**config.mk**
```make
export PLATFORM = sky130hd
export DESIGN_NAME = hsbus_master
export DESIGN_NICKNAME = d
export VERILOG_FILES = /design/src/rtl/hsbus_pkg.sv /design/src/rtl/hsbus_timer.sv /design/src/rtl/hsbus_drive.sv /design/src/rtl/hsbus_master.sv
export SDC_FILE = /design/constraint.sdc
export NUM_CORES = 1
export LEC_CHECK = 0
export ABC_AREA = 1
export BUFFER_PORTS_ARGS = -buffer_cell sky130_fd_sc_hd__buf_4
export CORE_UTILIZATION = 59
export DETAILED_ROUTE_END_ITERATION = 8
export HOLD_SLACK_MARGIN = 0.05
export PLACE_DENSITY = 0.85
export SYNTH_ARGS = -nofsm -noshare
export SYNTH_HDL_FRONTEND = slang
export SYNTH_HIERARCHICAL = 1
export SYNTH_SLANG_ARGS = --single-unit
```
**constraint.sdc**
```tcl
create_clock -name clk -period 4.55 [get_ports clk]
set_input_delay 0 -clock clk [delete_from_list [all_inputs] [get_ports clk]]
set_output_delay 0 -clock clk [all_outputs]
set_load 0.005 [all_outputs]
```
**src/rtl/hsbus_pkg.sv**
```systemverilog
package hsbus_pkg;

  typedef enum logic [2:0] {
    ST_IDLE,
    ST_SETUP,
    ST_STROBE,
    ST_RELEASE,
    ST_DONE
  } st_e;

  typedef enum logic [1:0] {
    PH_ADDR,
    PH_HIGH,
    PH_LOW
  } ph_e;

  // First data phase: words start high, bytes pick the lane from address bit 0
  function automatic ph_e first_data(input logic byte_mode, input logic addr_odd);
    if (byte_mode && addr_odd) return PH_LOW;
    return PH_HIGH;
  endfunction

  function automatic ph_e next_phase(input ph_e ph, input logic byte_mode, input logic addr_odd);
    if (ph == PH_ADDR) return first_data(byte_mode, addr_odd);
    return PH_LOW;
  endfunction

  function automatic logic last_phase(input ph_e ph, input logic byte_mode);
    return (ph != PH_ADDR) && (byte_mode || ph == PH_LOW);
  endfunction

endpackage

```
**src/rtl/hsbus_timer.sv**
```systemverilog
module hsbus_timer #(
  parameter int LIMIT = 255
) (
  input  logic clk,
  input  logic rst_n,
  input  logic reload,
  input  logic run,
  output logic expired
);
  localparam int CW = $clog2(LIMIT + 1);

  logic [CW-1:0] cnt_q;

  always_ff @(posedge clk) begin
    if (!rst_n)                     cnt_q <= CW'(LIMIT);
    else if (reload)                cnt_q <= CW'(LIMIT);
    else if (run && cnt_q != '0)    cnt_q <= cnt_q - 1'b1;
  end

  assign expired = run && (cnt_q == '0);
endmodule

```
**src/rtl/hsbus_drive.sv**
```systemverilog
module hsbus_drive import hsbus_pkg::*; #(
  parameter int LANE_W = 8
) (
  input  logic                  clk,
  input  logic                  rst_n,
  input  st_e                   nst,
  input  ph_e                   nph,
  input  logic                  nwr,
  input  logic [LANE_W-1:0]     naddr,
  input  logic [2*LANE_W-1:0]   nwdata,
  output logic [LANE_W-1:0]     bus_ad_o,
  output logic                  bus_ad_oe,
  output logic                  bus_req,
  output logic                  bus_rd,
  output logic                  bus_hi,
  output logic                  bus_lo
);
  logic              active, strobe, own_lanes;
  logic [LANE_W-1:0] lane_val;

  assign active    = (nst == ST_SETUP) || (nst == ST_STROBE) || (nst == ST_RELEASE);
  assign strobe    = (nst == ST_STROBE);
  assign own_lanes = active && ((nph == PH_ADDR) || nwr);

  always_comb begin
    unique case (nph)
      PH_HIGH: lane_val = nwdata[2*LANE_W-1:LANE_W];
      PH_LOW:  lane_val = nwdata[LANE_W-1:0];
      default: lane_val = naddr;
    endcase
  end

  // Outputs registered from next state so every pin changes cleanly on an edge
  always_ff @(posedge clk) begin
    if (!rst_n) begin
      bus_ad_o  <= '0;
      bus_ad_oe <= 1'b0;
      bus_req   <= 1'b0;
      bus_rd    <= 1'b1;
      bus_hi    <= 1'b0;
      bus_lo    <= 1'b0;
    end else begin
      bus_ad_o  <= own_lanes ? lane_val : '0;
      bus_ad_oe <= own_lanes;
      bus_req   <= strobe;
      bus_rd    <= !(strobe && nwr && nph != PH_ADDR);
      bus_hi    <= strobe && (nph == PH_HIGH);
      bus_lo    <= strobe && (nph == PH_LOW);
    end
  end
endmodule

```
**src/rtl/hsbus_master.sv**
```systemverilog
module hsbus_master import hsbus_pkg::*; #(
  parameter int TIMEOUT_CYC = 255,
  parameter int LANE_W      = 8
) (
  input  logic                  clk,
  input  logic                  rst_n,
  input  logic                  req_start,
  input  logic                  req_write,
  input  logic                  req_byte,
  input  logic [LANE_W-1:0]     req_addr,
  input  logic [2*LANE_W-1:0]   req_wdata,
  output logic                  busy,
  output logic                  done,
  output logic                  fail,
  output logic [2*LANE_W-1:0]   rdata,
  input  logic [LANE_W-1:0]     bus_ad_i,
  output logic [LANE_W-1:0]     bus_ad_o,
  output logic                  bus_ad_oe,
  output logic                  bus_req,
  output logic                  bus_rd,
  output logic                  bus_hi,
  output logic                  bus_lo,
  input  logic                  bus_ack
);
  localparam int DW = 2 * LANE_W;

  st_e st_q, st_n;
  ph_e ph_q, ph_n;

  logic              wr_q, byte_q;
  logic [LANE_W-1:0] addr_q;
  logic [DW-1:0]     wdata_q;
  logic [DW-1:0]     rdata_q;
  logic              fail_q, done_q;

  // Named internal events (observed by the checker)
  logic accept, reload, wait_rise, wait_fall, tmo_fire, capture;

  logic              wr_n, byte_n;
  logic [LANE_W-1:0] addr_n;
  logic [DW-1:0]     wdata_n;

  assign wait_rise = (st_q == ST_STROBE)  && !bus_ack;
  assign wait_fall = (st_q == ST_RELEASE) &&  bus_ack;
  assign capture   = (st_q == ST_STROBE) && bus_ack && !wr_q && (ph_q != PH_ADDR);

  hsbus_timer #(.LIMIT(TIMEOUT_CYC)) u_timer (
    .clk     (clk),
    .rst_n   (rst_n),
    .reload  (reload),
    .run     (wait_rise || wait_fall),
    .expired (tmo_fire)
  );

  always_comb begin
    st_n   = st_q;
    ph_n   = ph_q;
    accept = 1'b0;
    reload = 1'b0;
    unique case (st_q)
      ST_IDLE: if (req_start) begin
        accept = 1'b1;
        st_n   = ST_SETUP;
        ph_n   = PH_ADDR;
      end
      ST_SETUP: begin
        st_n   = ST_STROBE;
        reload = 1'b1;
      end
      ST_STROBE: begin
        if (bus_ack) begin
          st_n   = ST_RELEASE;
          reload = 1'b1;
        end else if (tmo_fire) begin
          st_n   = ST_DONE;
        end
      end
      ST_RELEASE: begin
        if (!bus_ack) begin
          if (last_phase(ph_q, byte_q)) st_n = ST_DONE;
          else begin
            st_n = ST_SETUP;
            ph_n = next_phase(ph_q, byte_q, addr_q[0]);
          end
        end else if (tmo_fire) begin
          st_n = ST_DONE;
        end
      end
      default: st_n = ST_IDLE;
    endcase
  end

  // Request fields as seen by the pin stage in the cycle they take effect
  assign wr_n    = accept ? req_write : wr_q;
  assign byte_n  = accept ? req_byte  : byte_q;
  assign addr_n  = accept ? req_addr  : addr_q;
  assign wdata_n = accept ? req_wdata : wdata_q;

  always_ff @(posedge clk) begin
    if (!rst_n) begin
      st_q    <= ST_IDLE;
      ph_q    <= PH_ADDR;
      wr_q    <= 1'b0;
      byte_q  <= 1'b0;
      addr_q  <= '0;
      wdata_q <= '0;
      rdata_q <= '0;
      fail_q  <= 1'b0;
      done_q  <= 1'b0;
    end else begin
      st_q    <= st_n;
      ph_q    <= ph_n;
      wr_q    <= wr_n;
      byte_q  <= byte_n;
      addr_q  <= addr_n;
      wdata_q <= wdata_n;
      done_q  <= (st_n == ST_DONE);
      if (accept) begin
        rdata_q <= '0;
        fail_q  <= 1'b0;
      end else begin
        if (capture && ph_q == PH_HIGH) rdata_q[DW-1:LANE_W] <= bus_ad_i;
        if (capture && ph_q == PH_LOW)  rdata_q[LANE_W-1:0]  <= bus_ad_i;
        if (tmo_fire) fail_q <= 1'b1;
      end
    end
  end

  hsbus_drive #(.LANE_W(LANE_W)) u_drive (
    .clk       (clk),
    .rst_n     (rst_n),
    .nst       (st_n),
    .nph       (ph_n),
    .nwr       (wr_n),
    .naddr     (addr_n),
    .nwdata    (wdata_n),
    .bus_ad_o  (bus_ad_o),
    .bus_ad_oe (bus_ad_oe),
    .bus_req   (bus_req),
    .bus_rd    (bus_rd),
    .bus_hi    (bus_hi),
    .bus_lo    (bus_lo)
  );

  assign busy  = (st_q != ST_IDLE);
  assign done  = done_q;
  assign fail  = fail_q;
  assign rdata = rdata_q;
endmodule

```
======== Word-level counts from Yosys, hierarchy flattened ========
Cells that the tools add are included.
cells by class
  add/subtract/negate cells ............... 1
  equal/unequal tests ..................... 11
  mux-type cells .......................... 31
  bitwise operators ....................... 1
  reduce and logical (&&, ||, !) cells .... 35
operator list
  kind                 count
  $logic_and 1x1->1    16
  $mux 16              1
  $pmux 8 s2           1
  $mux 3               5
  $mux 2               7
  $mux 1               13
  $eq 3x2->1 const B   4
  $pmux 3 s4           1
  $logic_not 8->1      1
  $mux 8               1
  $reduce_bool 8->1    1
  $sub 8x1->8 const B  1
  $eq 3x1->1 const B   2
  $logic_or 1x1->1     5
  $eq 2x1->1 const B   2
  $eq 2x2->1 const B   2
  $logic_not 2->1      2
  $pmux 2 s2           1
  $reduce_bool 2->1    2
  $reduce_or 2->1      2
  $eq 3x3->1 const B   1
  $logic_not 1->1      3
  $logic_not 3->1      1
  $reduce_bool 3->1    1
  other kinds (3)      3
storage, ports and cells
  flip-flop bits (word level) ............. 70
  word-level logic and storage cells ...... 96

======== Longest topological paths before layout ========
Gate-level depths: netlist of run 1.
  word-level depth ........................ 16
  depth in mapped cells ................... 14
  gate-level depth less buffers ........... 14

======== Cells and area by module ========
Netlist of run 1, hierarchy kept.
modules (own cells, without submodules)
  module        instances  cells each  area an instance (um^2)  sequential area each (um^2)
  hsbus_master  1          357         2367.3                   980.9
  hsbus_drive   1          88          625.6                    260.2
  hsbus_timer   1          76          496.7                    160.2

======== Least setup slack after synthesis of run 1 ========
OpenSTA, ideal clock, no wires.
  kind .................................... flip-flop to flip-flop
  start point ............................. register st_q[0]
  end point ............................... register u_drive.bus_ad_o[0]
  arrival ................................. 1734 ps
  data required time ...................... 4480 ps
  path slack .............................. 2746 ps
  stages on the path, launching flop included .. 14
  path buffers ............................ 4
  period minus slack after synthesis ...... 1804 ps
  path through ............................ dfxtp_1 > buf_6 > inv_2 > nand3_2 > buf_6 > buf_4 > nand3_1 > nand2_1 > inv_1 > ha_1 > buf_6 > inv_2 > nand2_1 > a21oi_1
between the ends
  elaborated cells between the ends (all ways) .. 30
RTL lines
  item                                           RTL line             source
  start, declared                                hsbus_master.sv:27   st_e st_q, st_n;
  start signal, assigned                         hsbus_master.sv:111  st_q <= st_n;
  $eq 3x2->1 or $logic_not 3->1 (tied branches)  hsbus_master.sv:60   unique case (st_q)
  $pmux 2 s2 *                                   hsbus_master.sv:60
  net ph_n[0]                                    hsbus_master.sv:28   ph_e ph_q, ph_n;
  $logic_not 2->1                                hsbus_drive.sv:23    assign own_lanes = active && ((nph == PH_ADDR) || nwr);
  $logic_or 1x1->1                               hsbus_drive.sv:23
  $logic_and 1x1->1                              hsbus_drive.sv:23
  $reduce_and 2->1 (no line)                     --
  end signal, assigned                           hsbus_drive.sv:43    bus_ad_o <= own_lanes ? lane_val : '0;
  end, declared                                  hsbus_drive.sv:11    output logic [LANE_W-1:0] bus_ad_o,
Mark *: on every way through the listed nets, which the timed path passes. The rest lies on a longest branch.
A chain may end at the register's enable or synchronous reset.

======== Worst setup path after layout of run 1 ========
Ends and elaborated chain as after synthesis.

==> reports/summary.txt, run 1 <==
Syn Nets: 563
Fin Clk Skew: 0.00927 ns
H-tree Lvls: 3
Hold crit path type: in -> reg
Warnings, synthesis: 6
Critical Path AT: 2.70 ns
Final Setup Violations: 0
Hold Slack: 0.298 ns
Vias/cell: 4.93
CTS tree: yes
Final hold violations: 0
Clock slew seen by the registers of the worst setup and hold paths: 0.08 ns
Root Driver: clkbuf_8
Comb pwr share: 0.160
CTS Buf Count: 9
Xor/xnor share of the synthesized area: 0.00251
First-pass GRT wire length: 13900 µm
Sequential power share: 0.437
Worst Tran Pin Value: 0.976 ns
LEAKAGE: 2.33 nW
Clk_lat worst skew: 0.35 ns
Synthesized cell area: 3490 µm²
Cts repair resizes: 0
Largest family of logic cells by synthesized area: simple AND/OR/NAND/NOR gates
Largest net degree at the start of global routing: 57
Hpwl dp: 5190 µm
Core area: 5610 µm²
GRT overflow: 0
Mux cell area share after synthesis: 0
Final WL: 8550 µm
Overall power: 0.00153 W
RSZ-0062 raised after global routing: false
Flops & latches, synth: 70
Initial antenna violation count: 0
Share of cells above drive strength 1: 0.179
I/O pin cnt: 70
Post-Synthesis Cells: 521
Critical path class: reg -> reg
Clock buffer depth: 2
Routability congestion estimate: 0.832
Die ar.: 6230 µm²
Fin Setup TNS: 0 ns
Crit end category: flip-flop
Horiz. Die Dim: 78.9 µm
Fillers: 359
Critical Path Source Type: flip-flop
Remaining DRCs: 0
CTS Sinks: 70
Compound-Gate Fraction of Synth Area: 0.0721
1st-iter DRT viols: 177
Cell variety after synth: 30
Routed Antenna Nets: 0
Post-Synth Adder-Cell Area: 0.0143
Syn_area_per_cell: 6.70 µm²
Area grow syn2layout: 31.7%
Required @ worst endpoint: 4.82 ns
Outcome: finished clean
Max cap viols: 0
PwrDens: 333 nW/µm²
GRT Total Usage: 0.289
Post-CTS setup buffer count: 0
Final Max Tran Viols: 0
Die height: 78.9 µm
Sequential share of the synthesized area: 0.402
First-pass iteration count of the detailed router: 5
Port bufs: 69
Clk pwr share: 0.403
Sw Pwr: 0.000408 W
ANT cells: 0
Crit-path max FO: 56
Finished Core Util: 0.819
Cell Count, Final, Fillers Out: 699
Switching part of the total: 0.267
Final nets: 664
Tmin final: 2.42 ns
Inst Count DP: 647
Max Freq: 413 MHz
Synth Area in Simple Gates: 0.341
Max VDD drop: 0.211 mV
Rel. slew slack: 0.348
Starting density of the core: 0.622
Final worst path period share: 0.532
Detailed-route via count: 3444
Floorplan row count: 27
Wire length per cell: 12.2 µm
Vias in the first global route: 3340
Pint: 0.00112 W
[worst max-delay path, stage by stage, from the launching register on]
cell	delay, ns
dfxtp_1	0.55
inv_2	0.11
nand3_2	0.09
buf_4	0.43
nand3_1	0.17
nand2_1	0.11
inv_1	0.06
ha_1	0.41
inv_2	0.18
nand2_1	0.08
a21oi_1	0.15
[routing by layer]
layer	routed length (µm)	track usage	vias to the layer above
met5	0	0	-
met4	324	0.156	0
met3	399	0.0563	33
met2	4360	0.540	115
met1	3460	0.302	1533
li1	-	-	1763
[stage by stage]
step	worst slack (ns)	cell area (µm²)
final	2.13	4590
after floorplan	2.75	3490
after global routing	1.91	4590
after global placement	2.31	3990
after detailed placement	2.21	3990
after CTS	2.16	4590
[power groups by stage]
stage | registers (W) | clock network (W) | logic (W)
3_5_place_dp | 0.000682 | 0 | 0.000212
5_1_grt | 0.000673 | 0.000652 | 0.000274
2_1_floorplan | 0.000677 | 0 | 0.000152
4_1_cts | 0.000668 | 0.000617 | 0.000239
6_report | 0.000669 | 0.000616 | 0.000245
3_3_place_gp | 0.000681 | 0 | 0.000205
[registers in the layout (all words and copies together), names as in the netlist]
register,count
u_drive/bus_ad_oe,1
byte_q,1
done,1
addr_q,8
u_drive/bus_hi,1
fail,1
ph_q,2
wr_q,1
u_drive/bus_rd,1
u_timer/cnt_q,8
u_drive/bus_ad_o,8
rdata,16
st_q,3
wdata_q,16
u_drive/bus_lo,1
u_drive/bus_req,1
[cells in the mapped netlist, drive strengths merged]
cell type,count,area share
nor3,1,0.0029
buf,12,0.029
clkinv,1,0.0014
nand4,18,0.032
a31oi,1,0.0018
o21a,1,0.0022
xnor2,1,0.0025
a21oi,14,0.020
o211ai,1,0.0022
inv,122,0.13
clkbuf,4,0.0047
nor2,71,0.099
o21ai,32,0.046
and2,1,0.0018
dfxtp,70,0.40
ha,4,0.014
nand2,145,0.16
nand3,22,0.045
[cell type report]
type                            instances  area, µm²  share of cell area
Inverter                              123        470               0.102
Clock buffer                            9        124              0.0270
Clock inverter                          7        123              0.0267
Tap cell                               72       90.1              0.0196
Multi-Input combinational cell        312       1500               0.327
Timing Repair Buffer                  106        886               0.193
Sequential cell                        70       1400               0.305
[timing repair]
| item | CTS | global route |
|---|---|---|
| hold endpoints to repair | 44 | 0 |
| hold buffers | 36 | 0 |
| setup endpoints to repair | 0 | 0 |
[placed cells by master (no fill, tap or decap), drive strengths merged]
cell         Yosys  layout
o211ai           1       1
nor3             1       1
bufinv           0       3
ha               4       4
xnor2            1       1
clkinv           1       3
a21oi           14      14
inv            122     122
clkinvlp         0       2
o21ai           32      32
and2             1       1
dfxtp           70      70
o21a             1       1
dlygate4sd3      0      36
buf             12      70
clkbuf           4       9
nand3           22      22
nand4           18      18
nand2          145     145
a31oi            1       1
nor2            71      71
[final timing paths]
kind         slack [ns]             start  depth (start not counted)             endpoint
max                2.13           st_q[0]                         10  u_drive/bus_ad_o[0]
min                0.30         req_start                          5                 fail
max reg2reg        2.13           st_q[0]                         10  u_drive/bus_ad_o[0]
min reg2reg        0.49  u_timer/cnt_q[0]                          2     u_timer/cnt_q[0]
[cell families (layout without fill, tap and decap cells)]
group	count (synthesis)	after routing
adders and majority gates	4	4
buffers and inverters	139	245
xor gates and xnor gates	1	1
DFF	70	70
and+or+nand+nor	258	258
AOI/OAI and AO/OA	49	49
Power figures use the tool's default switching activity.
==> inputs of run 2 (changes only) <==
- CORE_UTILIZATION: 59 -> 50
- PLACE_DENSITY: 0.85 -> 0.76
- clock period: 4.55 -> 2.21 ns (I/O delays scaled with it)
==> reports/summary.txt, run 2 (same netlist as run 1, synthesis figures left out) <==
Outcome: finished clean
Metal2 WL: 3890 µm
Met3 WL: 318 µm
Hold crit path type: in -> reg
Max Freq: 501 MHz
Crit-path max FO: 9
Floorplan row count: 30
Largest net degree at the start of global routing: 32
LEAKAGE: 2.35 nW
Commonest non-fill, non-tap cell in the layout: nand2_1
Final Max Tran Viols: 0
ANT cells: 0
Final worst path period share: 0.904
CTS Buf Count: 9
Tmin final: 2.00 ns
Finished Core Util: 0.683
Hpwl dp: 5280 µm
I/O pin cnt: 70
Final Setup Violations: 0
RSZ-0062 raised after global routing: false
CTS Sinks: 70
Fillers: 567
Post-CTS setup buffer count: 0
Routed length on met1: 3520 µm
Area grow syn2layout: 32.3%
Fin Clk Skew: 0.00824 ns
Detailed-route via count: 3303
Wire length per cell: 11.0 µm
Commonest cells after routing, fill and taps aside: nand2_1, inv_1, buf_4
1st-iter DRT viols: 125
Starting density of the core: 0.516
Routed Antenna Nets: 0
Final WL: 7820 µm
Initial antenna violation count: 0
Horiz. Die Dim: 85.5 µm
CP max stage cell: dfxtp_1
Multi-input logic area: 1500 µm²
Hold Slack: 0.0720 ns
Register area: 1400 µm²
Die ar.: 7320 µm²
Root Driver: clkbuf_8
Max incr delay on CP: 0.40 ns
GRT overflow: 0
Vias in the first global route: 3048
Rel. slew slack: 0.634
PwrDens: 657 nW/µm²
Crit end category: flip-flop
Final nets: 668
Core area: 6760 µm²
Port bufs: 69
Fin Setup TNS: 0 ns
Critical Path AT: 2.26 ns
CTS tree: yes
GRT Total Usage: 0.225
Clock buffer depth: 2
Remaining DRCs: 0
Max cap viols: 0
Highest routed layer: met4
Critical Path Source Type: flip-flop
First-pass iteration count of the detailed router: 5
Most used cell, CP: nand2_1
Required @ worst endpoint: 2.47 ns
First-pass GRT wire length: 13000 µm
Critical path class: reg -> reg
Routability congestion estimate: 0.854
Worst Tran Pin Value: 0.547 ns
Vias/cell: 4.65
Clock slew seen by the registers of the worst setup and hold paths: 0.08 ns
Final hold violations: 0
H-tree Lvls: 3
Die height: 85.5 µm
Max VDD drop: 0.377 mV
Clk_lat worst skew: 0.35 ns
Share of cells above drive strength 1: 0.185
CP cell instances: nand2_1 > nor2_1 > nand3_1 > nand2_1 > inv_1 > ha_1 > inv_2 > nand2_1 > a21oi_1
-- run 2: cell types whose count changed in the layout (fill, tap and decap cells not counted), sizes merged --
cell	change
buf	+3
clkinv	+2
bufinv	-1
clkinvlp	-1
dlygate4sd3	+1
-- run 2: timing repair --
action	4_1_cts	5_1_grt
gates resized for setup	0	2
hold buffers	37	0
hold endpoints to repair	46	0
setup endpoints to repair	0	5
-- run 2: path summary, 6_finish.rpt --
check,startpoint,endpoint,slack [ns],cells past startpoint
max,st_q[1],u_drive/bus_ad_o[0],0.21,9
min,req_start,byte_q,0.07,3
max reg2reg,st_q[1],u_drive/bus_ad_o[0],0.21,9
min reg2reg,u_timer/cnt_q[0],u_timer/cnt_q[0],0.46,2
-- run 2: final cells by class --
class	instances	area share
multi-input combinational	312	0.325
sequential	70	0.304
timing repair buffer	110	0.199
inverter	123	0.102
clock buffer	9	0.0268
tap	80	0.0217
clock inverter	7	0.0214
-- run 2: layer usage --
layer,GRT usage,up-vias
li1,-,1768
met1,0.265,1461
met2,0.399,64
met3,0.0433,10
met4,0.0955,0
met5,0,-
-- run 2: stage by stage --
| step | total power [W] | setup slack [ns] | cell area [µm²] | cells |
|---|---|---|---|---|
| global route | 0.00318 | 0.0288 | 4620 | 711 |
| floorplan | 0.00171 | 0.406 | 3490 | 521 |
| global placement | 0.00184 | 0.266 | 4020 | 658 |
| CTS | 0.00305 | 0.111 | 4610 | 711 |
| detailed placement | 0.00185 | 0.200 | 4020 | 658 |
| finish | 0.00303 | 0.213 | 4620 | 711 |
-- run 2: worst max-delay path: cells and delay by family (launching register included) --
kind	cells	cell delay, ns
fa+ha+maj	1	0.38
compound gates	1	0.21
simple gates	5	0.68
flops	1	0.40
buf+inv	2	0.22
-- run 2: report_power, final --
part / leakage, nW / internal [W] / switching, W / total [W]
logic: 1.66 / 0.000223 / 0.000280 / 0.000504
clock network: 0.109 / 0.000639 / 0.000516 / 0.00116
registers: 0.573 / 0.00134 / 0.0000375 / 0.00138
total: 2.35 / 0.00220 / 0.000834 / 0.00303
==> inputs of run 3 (changes only) <==
- CORE_UTILIZATION: 50 -> 49
- SYNTH_HIERARCHICAL: 1 -> unset
- TNS_END_PERCENT: unset -> 20
==> reports/summary.txt, run 3 <==
H-tree Lvls: 3
Final Setup Violations: 0
Clk_lat worst skew: 0.34 ns
Hold crit path type: in -> reg
Detailed-route via count: 3239
Top cells by instance count after synthesis: nand2_1, inv_1, nor2_1
Fillers: 547
Worst Tran Pin Value: 0.648 ns
Met1 Resource Use GR: 0.259
Hpwl dp: 5360 µm
LEAKAGE: 2.12 nW
Routing usage on met3: 0.0482
Post-Synthesis Cells: 458
Vias in the first global route: 3120
Final instance area: 4410 µm²
Hold wc startpoint: req_wdata[13]
Rel. slew slack: 0.567
Post-Synth Adder-Cell Area: 0.0186
CTS Sinks: 70
Warnings, synthesis: 0
Clock buffer depth: 2
Largest family of logic cells by synthesized area: simple AND/OR/NAND/NOR gates
Root Driver: clkbuf_8
Crit-path max FO: 16
GRT overflow: 0
Cell variety after synth: 28
Top-count cell post-synth: nand2_1
Flops & latches, synth: 70
Worst Hold Depth: 5
Reg-to-Reg End: u_drive.bus_ad_o[7]
Critical path class: reg -> reg
Synth Area in Simple Gates: 0.319
Fin Setup TNS: 0 ns
Horiz. Die Dim: 84.8 µm
Main synth FF type: dfxtp_1
Syn Nets: 501
Port bufs: 69
Mux cell area share after synthesis: 0
1st-iter DRT viols: 158
First-pass iteration count of the detailed router: 6
# hold bufs at CTS: 33
Worst r2r src: ph_q[0]
I/O pin cnt: 70
Worst hold endpoint: wdata_q[13]
Required @ worst endpoint: 2.44 ns
Starting density of the core: 0.517
Floorplan row count: 29
Wire length per cell: 12.5 µm
Fin Clk Skew: 0.00276 ns
Dominant cells by area after synthesis: dfxtp_1, nand2_1, inv_1, nor2_1, nand3_1
Cell Area, Placed: 3870 µm²
Initial antenna violation count: 0
R2r worst-path depth: 9
Cell taking the most area after synthesis: dfxtp_1
Outcome: finished, violations left
GR peak layer: met2
Die height: 84.8 µm
Final Max Tran Viols: 0
Fraction of registers with async set/reset: 0
First-pass GRT wire length: 13500 µm
Area grow syn2layout: 31.4%
Post-synth EDFFs: 0
ANT cells: 0
Vias/cell: 5.08
Xor/xnor share of the synthesized area: 0.0104
Synthesized cell area: 3360 µm²
Max Freq: 504 MHz
CTS Buf Count: 9
Syn_area_per_cell: 7.34 µm²
Final WL: 7960 µm
Share of cells above drive strength 1: 0.216
Synth top area share: 0.417
Post-CTS setup buffer count: 0
Pre-CTS WS: 0.278 ns
Crit end category: flip-flop
Clock slew seen by the registers of the worst setup and hold paths: 0.07 ns
Final nets: 598
Max cap viols: 0
Final Worst Setup Slack: 0.225 ns
Cts repair resizes: 0
Die ar.: 7190 µm²
GRT Total Usage: 0.237
RSZ-0062 raised after global routing: false
Routability congestion estimate: 0.882
Routed Antenna Nets: 0
Critical Path Source Type: flip-flop
Remaining DRCs: 5
R2R setup slack: 0.22 ns
Failing checks: DRC
CTS tree: yes
Commonest cells after routing, fill and taps aside: nand2_1, inv_1, nor2_1
Commonest non-fill, non-tap cell in the layout: nand2_1
Critical Path AT: 2.22 ns
PwrDens: 704 nW/µm²
Final worst path period share: 0.898
Largest net degree at the start of global routing: 37
Compound-Gate Fraction of Synth Area: 0.105
Tmin final: 1.99 ns
Hold Slack: 0.0623 ns
Sequential share of the synthesized area: 0.417
Core area: 6490 µm²
Max VDD drop: 0.445 mV
Grt met2 use: 0.429
Final hold violations: 0
[run 3: changes by cell type in the layout (fill, tap and decap cells not counted), moves of 4 or more]
cell / before / now
o211ai_1: 1 / 6
nand2_1: 140 / 88
nand3_1: 17 / 35
nor2_1: 59 / 74
o21ai_0: 11 / 0
dlygate4sd3_1: 37 / 33
a211oi_1: 0 / 6
a211oi_2: 0 / 10
inv_1: 119 / 76
o21ai_1: 21 / 8
[run 3: how the worst max path moves through the flow]
stage                 start             endpoint  slack, ns  cells after the start
floorplan           st_q[2]  u_drive.bus_ad_o[6]       0.15                     12
global placement    ph_q[0]  u_drive.bus_ad_o[0]       0.34                      9
detailed placement  ph_q[0]  u_drive.bus_ad_o[7]       0.28                      9
CTS                 ph_q[0]  u_drive.bus_ad_o[7]       0.26                      9
global route        ph_q[0]  u_drive.bus_ad_o[6]       0.01                     10
finish              ph_q[0]  u_drive.bus_ad_o[7]       0.22                      9
[run 3: worst max-delay path, cell delays in order, from the launching register on]
cell and delay [ns]:
dfxtp_1 0.45, inv_1 0.13, nand3_1 0.12, o211ai_1 0.09, nand2_1 0.10, inv_1 0.07
ha_1 0.57, nor2_1 0.11, a21oi_1 0.16, nor2_1 0.06
[run 3: cell families (layout without fill, tap and decap cells)]
kind of cell | after synthesis | in the layout
xor+xnor | 4 | 4
compound gates | 47 | 47
flops | 70 | 70
fa+ha+maj | 5 | 5
simple gates | 232 | 232
buf+inv | 100 | 202
[run 3: per-layer routing]
| layer | up-vias | routed length, µm |
|---|---|---|
| met1 | 1473 | 3270 |
| met5 | - | 0 |
| met2 | 110 | 4070 |
| met4 | 0 | 208 |
| li1 | 1632 | - |
| met3 | 24 | 403 |
[run 3: area by class of cell]
type	instances	area (µm²)	share of cell area
inverter	80	300	0.0680
timing repair buffer	106	878	0.199
tap	77	96.3	0.0218
clock buffer	12	145	0.0329
multi-input combinational	288	1520	0.345
sequential	70	1400	0.318
clock inverter	4	70.1	0.0159
[run 3: metrics by stage]
stage	instances	power (W)	utilization
floorplan	458	0.00178	-
global placement	588	0.00194	0.595
detailed placement	588	0.00195	0.595
CTS	637	0.00312	0.679
global route	637	0.00327	0.679
finish	637	0.00310	0.679
[run 3: power by group]
part           switching [W]  total, W  internal [W]
Combinational       0.000346  0.000584      0.000239
Sequential         0.0000363   0.00139       0.00135
Clock               0.000468   0.00113      0.000664
